## config.mk

```make
export PLATFORM = sky130hd
export DESIGN_NAME = dma_boundary_pause
export DESIGN_NICKNAME = d
export VERILOG_FILES = /design/src/rtl/dmabnd_pkg.sv /design/src/rtl/dmabnd_datapath.sv /design/src/rtl/dmabnd_ctrl.sv /design/src/rtl/dma_boundary_pause.sv
export SDC_FILE = /design/constraint.sdc
export NUM_CORES = 1
export LEC_CHECK = 0
export ABC_AREA = 0
export CAP_MARGIN = 20
export CELL_PAD_IN_SITES_DETAIL_PLACEMENT = 1
export CELL_PAD_IN_SITES_GLOBAL_PLACEMENT = 2
export CORE_UTILIZATION = 24
export CTS_CLUSTER_SIZE = 24
export DETAILED_ROUTE_END_ITERATION = 10
export GPL_ROUTABILITY_DRIVEN = 1
export PLACE_DENSITY_LB_ADDON = 0.1
export SKIP_LAST_GASP = 1
export SLEW_MARGIN = 20
export SYNTH_ARGS = -nofsm -noshare
export SYNTH_HDL_FRONTEND = slang
export SYNTH_SLANG_ARGS = --single-unit
```

## constraint.sdc

```tcl
create_clock -name clk -period 2.37 [get_ports clk]
set_input_delay 0.474 -clock clk [delete_from_list [all_inputs] [get_ports clk]]
set_output_delay 0.474 -clock clk [all_outputs]
set_load 0.02 [all_outputs]
```

## src/rtl/dmabnd_pkg.sv

```systemverilog
package dmabnd_pkg;
  localparam int DATA_W     = 32;
  localparam int BEAT_BYTES = 4;
  localparam int BASE_BIT   = 11;
  localparam int CODE_W     = 3;
  localparam int SIZE_W     = 12;
  localparam int CODE_LSB   = 16;

  typedef enum logic [1:0] {
    REG_SYSADDR = 2'd0,
    REG_CONFIG  = 2'd1,
    REG_STATUS  = 2'd2
  } regSel_e;

  typedef struct packed {
    logic advance;
    logic loadAddr;
    logic loadCfg;
  } ctrlStrobes_t;
endpackage

```

## src/rtl/dmabnd_datapath.sv

```systemverilog
module dmabnd_datapath
  import dmabnd_pkg::*;
#(
  parameter int ADDR_W   = DATA_W,
  parameter int BEAT_B   = BEAT_BYTES,
  parameter int BASE     = BASE_BIT,
  parameter int CODE_BITS = CODE_W,
  parameter int SIZE_BITS = SIZE_W
) (
  input  logic               clk,
  input  logic               rstN,
  input  ctrlStrobes_t       strb,
  input  logic [ADDR_W-1:0]  wrData,
  input  logic [1:0]         rdSel,
  input  logic               xferActive,
  input  logic               irqStatus,
  output logic               crossing,
  output logic [ADDR_W-1:0]  addrOut,
  output logic [ADDR_W-1:0]  rdData
);
  localparam int NUM_CODES  = 1 << CODE_BITS;
  localparam int BEAT_SHIFT = $clog2(BEAT_B);

  logic [ADDR_W-1:0]    addrQ;
  logic [SIZE_BITS-1:0] sizeQ;
  logic [CODE_BITS-1:0] codeQ;
  logic [NUM_CODES-1:0] crossVec;

  always_ff @(posedge clk) begin
    if (!rstN) begin
      addrQ <= '0;
      sizeQ <= '0;
      codeQ <= '0;
    end else begin
      if (strb.loadAddr)
        addrQ <= wrData;
      else if (strb.advance)
        addrQ <= addrQ + ADDR_W'(BEAT_B);
      if (strb.loadCfg) begin
        codeQ <= wrData[CODE_LSB +: CODE_BITS];
        if (!xferActive)
          sizeQ <= wrData[SIZE_BITS-1:0];
      end
    end
  end

  // A beat carries out of bit k exactly when bits [k:beat] are all ones.
  for (genvar i = 0; i < NUM_CODES; i++) begin : g_cross
    assign crossVec[i] = &addrQ[BASE+i:BEAT_SHIFT];
  end
  assign crossing = crossVec[codeQ];
  assign addrOut  = addrQ;

  always_comb begin
    rdData = '0;
    unique case (rdSel)
      REG_SYSADDR: rdData = addrQ;
      REG_CONFIG: begin
        rdData[CODE_LSB +: CODE_BITS] = codeQ;
        rdData[SIZE_BITS-1:0]         = xferActive ? '0 : sizeQ;
      end
      REG_STATUS:  rdData[0] = irqStatus;
      default:     rdData = '0;
    endcase
  end

  a_r9_size_locked: assert property (@(posedge clk) disable iff (!rstN)
    $past(xferActive) |-> $stable(sizeQ));
  a_r2_addr_step: assert property (@(posedge clk) disable iff (!rstN)
    ($past(strb.advance) && !$past(strb.loadAddr)) |-> addrQ == $past(addrQ) + ADDR_W'(BEAT_B));
endmodule

```

## src/rtl/dmabnd_ctrl.sv

```systemverilog
module dmabnd_ctrl
  import dmabnd_pkg::*;
(
  input  logic         clk,
  input  logic         rstN,
  input  logic         regWrEn,
  input  logic [1:0]   regAddr,
  input  logic         clrBit,
  input  logic         beatValid,
  input  logic         lastBeat,
  input  logic         dmaEnable,
  input  logic         crossing,
  output ctrlStrobes_t strb,
  output logic         pauseOut,
  output logic         irqOut
);
  logic pauseQ;
  logic irqQ;
  logic stopHere;
  logic clrIrq;

  always_comb begin
    strb.advance  = beatValid && !pauseQ;
    strb.loadAddr = regWrEn && (regAddr == REG_SYSADDR);
    strb.loadCfg  = regWrEn && (regAddr == REG_CONFIG);
  end

  // Completion (lastBeat) outranks the boundary stop.
  assign stopHere = strb.advance && crossing && dmaEnable && !lastBeat;
  assign clrIrq   = regWrEn && (regAddr == REG_STATUS) && clrBit;

  always_ff @(posedge clk) begin
    if (!rstN) begin
      pauseQ <= 1'b0;
      irqQ   <= 1'b0;
    end else begin
      if (strb.loadAddr)
        pauseQ <= 1'b0;
      else if (stopHere)
        pauseQ <= 1'b1;
      if (stopHere)
        irqQ <= 1'b1;
      else if (clrIrq)
        irqQ <= 1'b0;
    end
  end

  assign pauseOut = pauseQ;
  assign irqOut   = irqQ;

  a_r4_pause_needs_enable: assert property (@(posedge clk) disable iff (!rstN)
    $rose(pauseQ) |-> $past(dmaEnable && beatValid));
  a_r5_hold_when_paused: assert property (@(posedge clk) disable iff (!rstN)
    pauseQ |-> !strb.advance);
  a_r7_irq_sticky: assert property (@(posedge clk) disable iff (!rstN)
    (irqQ && !clrIrq) |=> irqQ);
  a_r8_last_no_irq: assert property (@(posedge clk) disable iff (!rstN)
    $rose(irqQ) |-> !$past(lastBeat));
  a_r6_write_resumes: assert property (@(posedge clk) disable iff (!rstN)
    strb.loadAddr |=> !pauseQ);
endmodule

```

## src/rtl/dma_boundary_pause.sv

```systemverilog
module dma_boundary_pause
  import dmabnd_pkg::*;
(
  input  logic              clk,
  input  logic              rstN,
  input  logic              regWrEn,
  input  logic [1:0]        regAddr,
  input  logic [DATA_W-1:0] regWrData,
  output logic [DATA_W-1:0] regRdData,
  input  logic              xferActive,
  input  logic              dmaEnable,
  input  logic              beatValid,
  input  logic              lastBeat,
  output logic              beatReady,
  output logic [DATA_W-1:0] sysAddr,
  output logic              dmaPause,
  output logic              dmaIrq
);
  ctrlStrobes_t strb;
  logic crossing;
  logic pauseW;
  logic irqW;

  dmabnd_ctrl u_ctrl (
    .clk       (clk),
    .rstN      (rstN),
    .regWrEn   (regWrEn),
    .regAddr   (regAddr),
    .clrBit    (regWrData[0]),
    .beatValid (beatValid),
    .lastBeat  (lastBeat),
    .dmaEnable (dmaEnable),
    .crossing  (crossing),
    .strb      (strb),
    .pauseOut  (pauseW),
    .irqOut    (irqW)
  );

  dmabnd_datapath #(
    .ADDR_W    (DATA_W),
    .BEAT_B    (BEAT_BYTES),
    .BASE      (BASE_BIT),
    .CODE_BITS (CODE_W),
    .SIZE_BITS (SIZE_W)
  ) u_dp (
    .clk        (clk),
    .rstN       (rstN),
    .strb       (strb),
    .wrData     (regWrData),
    .rdSel      (regAddr),
    .xferActive (xferActive),
    .irqStatus  (irqW),
    .crossing   (crossing),
    .addrOut    (sysAddr),
    .rdData     (regRdData)
  );

  assign beatReady = !pauseW;
  assign dmaPause  = pauseW;
  assign dmaIrq    = irqW;
endmodule

```

==> impl_results.md <==
- Footprint of the multi-input gates: 1740 um2
- Layout cells sized above 1: between 10% and 20%
- Vias in the first global route: 3,262
- Area Overhead vs Synth: 56.3%
- Critical path type: input port to output port
- Number of synthesized flops with an enable pin: 0
- GPL Wtd Cong: between 0.7 and 0.8
- WL final: 10,800 um
- Die area: between 10,000 and 15,000 um2
- Fin crit period: 2.32 ns
- Core area: approximately 12,000 um2
- Hold_sp: u_dp.sizeQ[0]
- Worst Tran Pin Value: 0.506 ns
- Worst slack at placement: -0.276 ns
- Peak VDD IR: 0.398 mV
- Register area: 981 um2
- Maximum clock path buffer count: 2
- Mapped Cells: ~360
- Largest cells by area after synthesis: dfxtp_1, nand2_1, o21ai_0, and2_1, a21oi_1
- Req. time, crit path: roughly 1.9 ns
- Count of cell types in the netlist: 44
- Netlist Area Pre-Place: 2870 um2
- Drt drc: 16
- Pwr Density: 485 nW/um2
- Lkg Pwr: 1.73 nW
- Worst min path class: flop to flop
- Synth Area per Inst: 7.88 um2
- First DRT Iteration DRCs: 161
- Area leader, netlist: dfxtp_1
- Placed cells: 622
- Finished Layout Cells: 634
- Most frequent cells in the layout: clkdlybuf4s50_1, nand2_1, dfxtp_1, buf_4, o21ai_0
- H-tree depth: 2
- Port Buffers: 107
- Final worst setup slack: around 0.051 ns
- Worst Path Arrival: 1.84 ns
- Final nets: 533
- Setup crit start kind: input port
- Initial Util: 24.9%
- Top-area cell type share of the netlist area: 34.2%
- Synth async-reset ratio: 0%
- Worst-path clk slew: around 0.070 ns
- Worst-case reg-to-reg path depth: 8
- Hold EP: u_dp.sizeQ[0]
- Max Slew Vio Count: 0
- Synthesized Nets: between 400 and 500
- DP Wirelength: 8120 um
- Worst Setup SP: xferActive
- Warnings, synthesis: 0
- Total Routing Usage GR: between 15 and 20%
- Core Util, Final: 38.9%
- R2R setup slack: around 0.28 ns
- Via count: 3,213
- Main flop type after synthesis: dfxtp_1
- Max-cap viol count: 0
- TritonCTS clock tree: done
- Via density: 5.07
- R2r endpoint: u_ctrl.irqOut
- Outcome: finished, violations left
- Final hold slack: ~0.46 ns
- Clock Latency Late Sink: 0.29 ns
- CP max FO: 7
- Seq cells post-synth: 49
- Initial antenna violation count: 0
- Violated checks: DRC
- Sink Count: 49
- Total negative setup slack: 0 ns
- Hold Path Stages: 2
- Relative slew slack: about two thirds
- Final Setup Violations: 0
- Period utilisation layout: between 90% and 100%
- R2R Path Start: u_dp.addrOut[2]
- Row count: 39
- Overflow after GRT: 0
- Chip height: 111 um
- Critical Path End Type: output port
- Io pins: 108
- Largest net degree at the start of global routing: 24
- Filler cells: 1,380
- Initial DRT Pass Iterations: 7
- Worst Skew: approximately 0.009 ns
- Hold-fix buffers, CTS: 0
- First-pass GRT wire length: 17,600 um
- WL/cell: 17.1 um
- Fmax: 431 MHz
- Clk root buf: clkbuf_16
- Final Hold Viols: 0
- Register area share after synthesis: 34.2%
- Die width: 111 um
- Inserted Clock Buffers: 5
- Antenna-violating nets left: 0
- # diodes: 0
- Commonest non-fill, non-tap cell in the layout: clkdlybuf4s50_1
cell type report:
class,count,area share (%)
Clock inverter,1,0.670
Clock buffer,7,3.18
Inverter,7,0.586
Timing Repair Buffer,145,30.8
Sequential cell,49,21.9
Multi-Input combinational cell,282,38.9
Tap cell,143,3.99
per-layer routing:
metal,global-route usage [%],routed length [um],vias up
met1,24.6,5370,1546
met5,0,0,-
met2,29.1,5020,62
li1,-,-,1598
met3,2.57,354,7
met4,3.42,81,0
what timing repair did:
item | in CTS | in global routing
setup buffers | 4 | 0
gates resized for setup | 28 | 11
pin swaps | 0 | 0
setup endpoints to repair | 32 | 28
registers in the layout, indices dropped and copies added (netlist names):
signal and cells:
u_ctrl.pauseOut 1, u_dp.addrOut 32, u_dp.codeQ 3, u_ctrl.irqOut 1, u_dp.sizeQ 12
per-stage QoR:
stage | instance area, um2 | total power, mW
2_1_floorplan | 2870 | 1.10
3_3_place_gp | 4260 | 1.34
3_5_place_dp | 4260 | 1.35
4_1_cts | 4460 | 2.21
5_1_grt | 4480 | 2.27
6_report | 4480 | 2.17
power by group:
part,internal [mW],leakage [nW],total [mW],switching (mW)
clock network,0.528,0.0841,0.845,0.317
logic,0.214,1.25,0.414,0.201
registers,0.862,0.400,0.914,0.0520
total,1.60,1.73,2.17,0.570
cell families after synthesis:
family	share of synthesized area [%]
simple gates	31.2
compound gates	22.9
flops	34.2
buf+inv	5.32
xor+xnor	3.05
mux	2.44
fa+ha+maj	0.872
synth_stat cells (all sizes together), types with 4 or more instances:
master and instances:
a31oi 10, and3 4, o31ai 7, nand3 12, nand4 12, mux2i 7
buf 9, xor2 7, nand2 49, or3 7, a311oi 5, and2 20
dfxtp 49, o21ai 26, or4 11, clkbuf 17, a21oi 20, a211oi 11
nor2 23, inv 7, and4 9, a22o 11
worst max path at each step:
stage               endpoint  slack [ns]  cells after the start
2_1_floorplan  regRdData[10]        0.32                      4
3_3_place_gp    regRdData[4]       -0.28                      5
3_5_place_dp    regRdData[5]       -0.28                      5
4_1_cts        regRdData[27]       -0.25                      5
5_1_grt        regRdData[11]      -0.006                      6
6_report       regRdData[11]        0.05                      6
critical path: stages:
cell and delay [ns]:
clkdlybuf4s50_1 0.45, nor3b_2 0.20, buf_4 0.19, buf_4 0.15, a22o_1 0.13, clkdlybuf4s15_2 0.26
No activity file was read; power rests on OpenSTA's default activity.
